`src/rtl/sense_ctrl_pkg.sv`:
```
package sense_ctrl_pkg;

    localparam int REG_W   = 8;
    localparam int CODE_W  = 3;

    // Bit positions of the control register (software-visible layout)
    localparam int B_START = 0;
    localparam int B_EXT   = 1;
    localparam int B_LPEN  = 2;
    localparam int B_TXHI  = 3;
    localparam int B_INIT  = 4;

    typedef enum logic [2:0] {
        PH_STOP   = 3'd0,
        PH_ARM    = 3'd1,
        PH_LAUNCH = 3'd2,
        PH_ACTIVE = 3'd3,
        PH_END    = 3'd4
    } phase_e;

    typedef struct packed {
        logic tx_hi;
        logic lp_en;
        logic ext_mode;
        logic start;
    } ctrl_s;

    typedef struct packed {
        logic valid;
        logic init;
        logic tx_hi;
        logic lp_en;
        logic ext_mode;
        logic start;
    } wr_cmd_s;

    function automatic wr_cmd_s decode_write(input logic en, input logic [REG_W-1:0] d);
        wr_cmd_s c;
        c.valid    = en;
        c.init     = d[B_INIT];
        c.tx_hi    = d[B_TXHI];
        c.lp_en    = d[B_LPEN];
        c.ext_mode = d[B_EXT];
        c.start    = d[B_START];
        return c;
    endfunction

    function automatic logic [REG_W-1:0] pack_read(input ctrl_s c);
        logic [REG_W-1:0] r;
        r           = '0;
        r[B_START]  = c.start;
        r[B_EXT]    = c.ext_mode;
        r[B_LPEN]   = c.lp_en;
        r[B_TXHI]   = c.tx_hi;
        return r;
    endfunction

    function automatic logic [CODE_W-1:0] state_code(input phase_e p);
        case (p)
            PH_LAUNCH: return 3'b001;
            PH_ACTIVE: return 3'b010;
            PH_END:    return 3'b011;
            default:   return 3'b000;
        endcase
    endfunction

endpackage

```
`src/rtl/sense_trig_sync.sv`:
```
module sense_trig_sync #(
    parameter int STAGES = 2
) (
    input  logic clk,
    input  logic rst,
    input  logic async_in,
    output logic rise
);
    logic [STAGES-1:0] chain;
    logic              last;

    for (genvar i = 0; i < STAGES; i++) begin : g_stage
        if (i == 0) begin : g_first
            always_ff @(posedge clk) begin
                if (rst) chain[0] <= 1'b0;
                else     chain[0] <= async_in;
            end
        end else begin : g_next
            always_ff @(posedge clk) begin
                if (rst) chain[i] <= 1'b0;
                else     chain[i] <= chain[i-1];
            end
        end
    end

    always_ff @(posedge clk) begin
        if (rst) last <= 1'b0;
        else     last <= chain[STAGES-1];
    end

    assign rise = chain[STAGES-1] & ~last;
endmodule

```
`src/rtl/sense_ctrl_reg.sv`:
```
module sense_ctrl_reg
    import sense_ctrl_pkg::*;
(
    input  logic    clk,
    input  logic    rst,
    input  wr_cmd_s cmd,
    input  logic    seq_clr_start,
    output ctrl_s   ctrl,
    output logic    arm_req,
    output logic    arm_ext,
    output logic    force_stop,
    output logic    init_pulse
);
    logic init_q;

    assign force_stop = cmd.valid & cmd.init & ~cmd.start;
    assign arm_req    = cmd.valid & cmd.start & ~ctrl.start;
    // Mode used for a fresh start comes from the same write
    assign arm_ext    = ctrl.start ? ctrl.ext_mode : cmd.ext_mode;

    always_ff @(posedge clk) begin
        if (rst) begin
            ctrl   <= '0;
            init_q <= 1'b0;
        end else begin
            init_q <= force_stop;
            if (cmd.valid) begin
                ctrl.tx_hi <= cmd.tx_hi;
                if (!ctrl.start) begin
                    ctrl.ext_mode <= cmd.ext_mode;
                    ctrl.lp_en    <= cmd.lp_en;
                end
            end
            if (force_stop)         ctrl.start <= 1'b0;
            else if (arm_req)       ctrl.start <= 1'b1;
            else if (seq_clr_start) ctrl.start <= 1'b0;
        end
    end

    assign init_pulse = init_q;
endmodule

```
`src/rtl/sense_seq.sv`:
```
module sense_seq
    import sense_ctrl_pkg::*;
(
    input  logic   clk,
    input  logic   rst,
    input  logic   arm_req,
    input  logic   arm_ext,
    input  logic   force_stop,
    input  logic   ext_mode,
    input  logic   trig_rise,
    input  logic   meas_done,
    output phase_e phase,
    output logic   clr_start
);
    phase_e nxt;

    always_comb begin
        nxt = phase;
        if (force_stop) begin
            nxt = PH_STOP;
        end else begin
            case (phase)
                PH_STOP:   if (arm_req) nxt = arm_ext ? PH_ARM : PH_LAUNCH;
                PH_ARM:    if (trig_rise) nxt = PH_LAUNCH;
                PH_LAUNCH: nxt = PH_ACTIVE;
                PH_ACTIVE: if (meas_done) nxt = PH_END;
                PH_END:    nxt = ext_mode ? PH_ARM : PH_STOP;
                default:   nxt = PH_STOP;
            endcase
        end
    end

    always_ff @(posedge clk) begin
        if (rst) phase <= PH_STOP;
        else     phase <= nxt;
    end

    assign clr_start = (phase == PH_END) & ~ext_mode;
endmodule

```
`src/rtl/sense_start_ctrl.sv`:
```
module sense_start_ctrl
    import sense_ctrl_pkg::*;
#(
    parameter int SYNC_STAGES = 2
) (
    input  logic              clk,
    input  logic              rst,
    input  logic              wr_en,
    input  logic [REG_W-1:0]  wr_data,
    output logic [REG_W-1:0]  rd_data,
    input  logic              ext_trig,
    input  logic              meas_done,
    output logic [CODE_W-1:0] state,
    output logic              meas_run,
    output logic              tx_level,
    output logic              lp_wait,
    output logic              meas_cmplt,
    output logic              clr_pulse
);
    wr_cmd_s cmd;
    ctrl_s   ctrl;
    phase_e  phase;
    logic    arm_req, arm_ext, force_stop, clr_start, trig_rise;

    assign cmd = decode_write(wr_en, wr_data);

    sense_trig_sync #(.STAGES(SYNC_STAGES)) u_sync (
        .clk(clk), .rst(rst), .async_in(ext_trig), .rise(trig_rise)
    );

    sense_ctrl_reg u_reg (
        .clk(clk), .rst(rst), .cmd(cmd), .seq_clr_start(clr_start),
        .ctrl(ctrl), .arm_req(arm_req), .arm_ext(arm_ext),
        .force_stop(force_stop), .init_pulse(clr_pulse)
    );

    sense_seq u_seq (
        .clk(clk), .rst(rst), .arm_req(arm_req), .arm_ext(arm_ext),
        .force_stop(force_stop), .ext_mode(ctrl.ext_mode),
        .trig_rise(trig_rise), .meas_done(meas_done),
        .phase(phase), .clr_start(clr_start)
    );

    assign rd_data    = pack_read(ctrl);
    assign state      = state_code(phase);
    assign meas_run   = (phase == PH_LAUNCH) | (phase == PH_ACTIVE);
    assign meas_cmplt = (phase == PH_END);
    assign lp_wait    = ctrl.lp_en & (phase == PH_ARM);
    assign tx_level   = ctrl.tx_hi;
endmodule

```
`config.mk`:
```
export PLATFORM = sky130hd
export DESIGN_NAME = sense_start_ctrl
export DESIGN_NICKNAME = d
export VERILOG_FILES = /design/src/rtl/sense_ctrl_pkg.sv /design/src/rtl/sense_trig_sync.sv /design/src/rtl/sense_ctrl_reg.sv /design/src/rtl/sense_seq.sv /design/src/rtl/sense_start_ctrl.sv
export SDC_FILE = /design/constraint.sdc
export NUM_CORES = 1
export LEC_CHECK = 0
export CORE_UTILIZATION = 25
export DETAILED_ROUTE_END_ITERATION = 8
export HOLD_SLACK_MARGIN = 0.12
export RECOVER_POWER = 100
export SLEW_MARGIN = 10
export SYNTH_ARGS = -nofsm -noshare
export SYNTH_HDL_FRONTEND = slang
export SYNTH_SLANG_ARGS = --single-unit
```
`constraint.sdc`:
```
create_clock -name clk -period 3.2 [get_ports clk]
set_clock_uncertainty 0.2 [all_clocks]
set_input_delay 0.64 -clock clk [delete_from_list [all_inputs] [get_ports clk]]
set_output_delay 0.64 -clock clk [all_outputs]
set_load 0.005 [all_outputs]
```
==> results.yml <==
routing:
  drt_iter0_drc: 3
  antenna_left: 0
  drtPass1Iterations: 2
  drt-total-wl_mm: 1.07
  wl_per_cell_um: 9.59
  vias_per_cell: 4.27
  vias: 474
  drc: 0
worst_setup_path:
  r2r_start: "u_seq.phase[1]"
  crit_type: "reg -> out"
  slowest_stage: "dlygate4sd3_1"
  r2r_setup_slack_ns: 1.69
  start_kind: "flip-flop"
  required_ns: 2.36
  r2r-end: "u_seq.phase[1]"
  cp.arrival_ns: 1.83
  slowest_delay_ns: 0.56
  cp-end-kind: "output port"
  worst-path-max-fanout: 9
  r2r_cells: 3
  path_cells: "or3b_1, nand2_1, dlygate4sd3_1"
cells_and_area:
  drive_gt1_share_pct: 6.02
  final_area_um2: 772
  nFillCells: 231
  nets: 97
  final_core_util_pct: 35.2
  antenna_cells: 0
  area_growth_pct: 34.1
grt:
  grt_use_total_pct: 9.96
  antenna_found_initial: 0
  grt_remaining_overflow: 0
  grt_start_max_net_pins: 13
  grt_pass1_wl_mm: 1.81
  grt_pass1_vias: 425
clocking:
  clk_pin_slew_ns: 0.07
  cts_resized: 0
  cts_sinks: 11
  cts_tree: "built"
  holdBufCountCts: 0
  clockBufferDepth: 2
  cts_root_buffer: "clkbuf_4"
  cts-buffers-inserted: 3
  cts_max_level: 1
  cts_setup_buffers: 0
  insertion_delay_ns: 0.27
yosys:
  ys_seq_area_share_pct: 38.3
  synthTopCellsByCount: "dfxtp_1 (11), buf_4 (8), nor2_1 (7)"
  synth.most_common_cell: "dfxtp_1"
  synth_cells: 65
  synth.distinct_cells: 29
  synthFlopType: "dfxtp_1"
  synth-seq-cells: 11
  ys_warn_count: 0
  synth.area.top_cells: "dfxtp_1 (38%), buf_4 (10%), mux2i_1 (7.0%)"
  synth_top_area_cell: "dfxtp_1"
  netlist_area_um2: 576
  synthArstFlopShare_pct: 0
  synth_area_per_cell_um2: 8.85
  synth_edf_count: 0
  synth_top_area_share_pct: 38.3
die:
  core_area_mm2: 0.00219
  start_util_pct: 26.3
  die_w_um: 50.0
  dieArea_mm2: 0.00250
  die_h_um: 50.0
  ios: 29
  placementRows: 17
place:
  placed_area_um2: 751
  io_buffers: 20
  gp_congestion: 0.689
  dpl.hpwl_um: 783
power:
  ir_worst_vdd_mv: 0.170
  power.leakage_nw: 0.343
  total_power_uw: 303
  p_per_area_mw_per_mm2: 392
sta:
  max_freq_mhz: 375
  finalMaxSlewViolations: 0
  min_period_ns: 2.67
  finalSetupTns_ns: 0
  rsz0062_at_grt: "no"
  min_period_over_period_pct: 83.3
  setup_violations: 0
  hold_viol: 0
  hold_slack_ns: 0.243
hold_path:
  hold_path_class: "reg -> reg"
  hp-start: "u_sync.chain[0]"
  worstHoldPathCells: 1
  min_to: "u_sync.chain[1]"
run_status:
  status: "finished clean"
run:
  maxCapViolCount: 0
## through the flow
| step | setup WS [ns] | cells |
|---|---|---|
| after floorplan | 1.47 | 69 |
| after global placement | 0.900 | 107 |
| after detailed placement | 0.882 | 107 |
| after CTS | 0.571 | 111 |
| after global routing | 0.404 | 111 |
| final | 0.533 | 111 |
## cells by family (layout without fill, tap and decap cells)
family                    Yosys count  in the layout  share of synthesized area (%)
muxes                               4              4                           6.96
DFF                                11             11                           38.3
xor gates and xnor gates            1              1                           1.52
and+or+nand+nor                    28             28                           28.0
other                               1              5                          0.652
AOI/OAI and AO/OA                   8              8                           10.2
buffers and inverters              12             26                           14.3
## where the power goes
part,switching (mW),internal [mW],leakage (nW)
Sequential,0.00903,0.144,0.0902
Combinational,0.0185,0.0321,0.238
Clock,0.0509,0.0483,0.0150
## registers in the layout (all words and copies together) (netlist names)
| name | cells |
|---|---|
| u_reg.ctrl | 4 |
| u_seq.phase | 3 |
| u_sync.chain | 2 |
| u_reg.init_pulse | 1 |
| u_sync.last | 1 |
## layer usage
metal / routed length, µm / track usage, % / vias up
li1: - / - / 242
met1: 514 / 13.7 / 207
met2: 470 / 12.9 / 21
met3: 57 / 2.78 / 4
met4: 23 / 7.14 / 0
met5: 0 / 0 / -
## worst max-delay path by stage
stage / start / end / slack (ns) / depth (start not counted)
after floorplan: u_seq.phase[1] / state[1] / 1.47 / 3
after global placement: u_seq.phase[2] / state[1] / 0.90 / 3
after detailed placement: u_seq.phase[2] / meas_cmplt / 0.88 / 3
after CTS: u_seq.phase[2] / meas_cmplt / 0.57 / 3
after global routing: u_seq.phase[2] / state[1] / 0.40 / 3
final: u_seq.phase[2] / state[1] / 0.53 / 3
## final cells by class
type	instances	area, µm²	area share [%]
flip-flops and latches	11	220	28.5
clock buffers	4	26.3	3.40
inverters	2	7.51	0.972
repair buffers	20	200	25.9
well taps	28	35.0	4.54
multi-input cells	46	283	36.6
## critical path: cells and delay by family (launching register included)
| kind | cells | cell delay (ns) |
|---|---|---|
| DFF | 1 | 0.49 |
| and+or+nand+nor | 2 | 0.51 |
| buffers and inverters | 1 | 0.56 |
## cell usage in the layout, fill, tap and decap left out, types with 2 or more instances in the layout
cell type        synthesis  final
clkbuf_4                 0      3
dfxtp_1                 11     11
conb_1                   1      5
inv_1                    2      2
nor2_1                   7      7
nor2b_1                  5      5
nand3_1                  2      2
mux2i_1                  4      4
nor4_1                   2      2
o211ai_1                 1      2
nand2_1                  4      4
dlygate4sd3_1            0     13
clkdlybuf4s50_1          0      7
No activity file was read; power rests on OpenSTA's default activity.
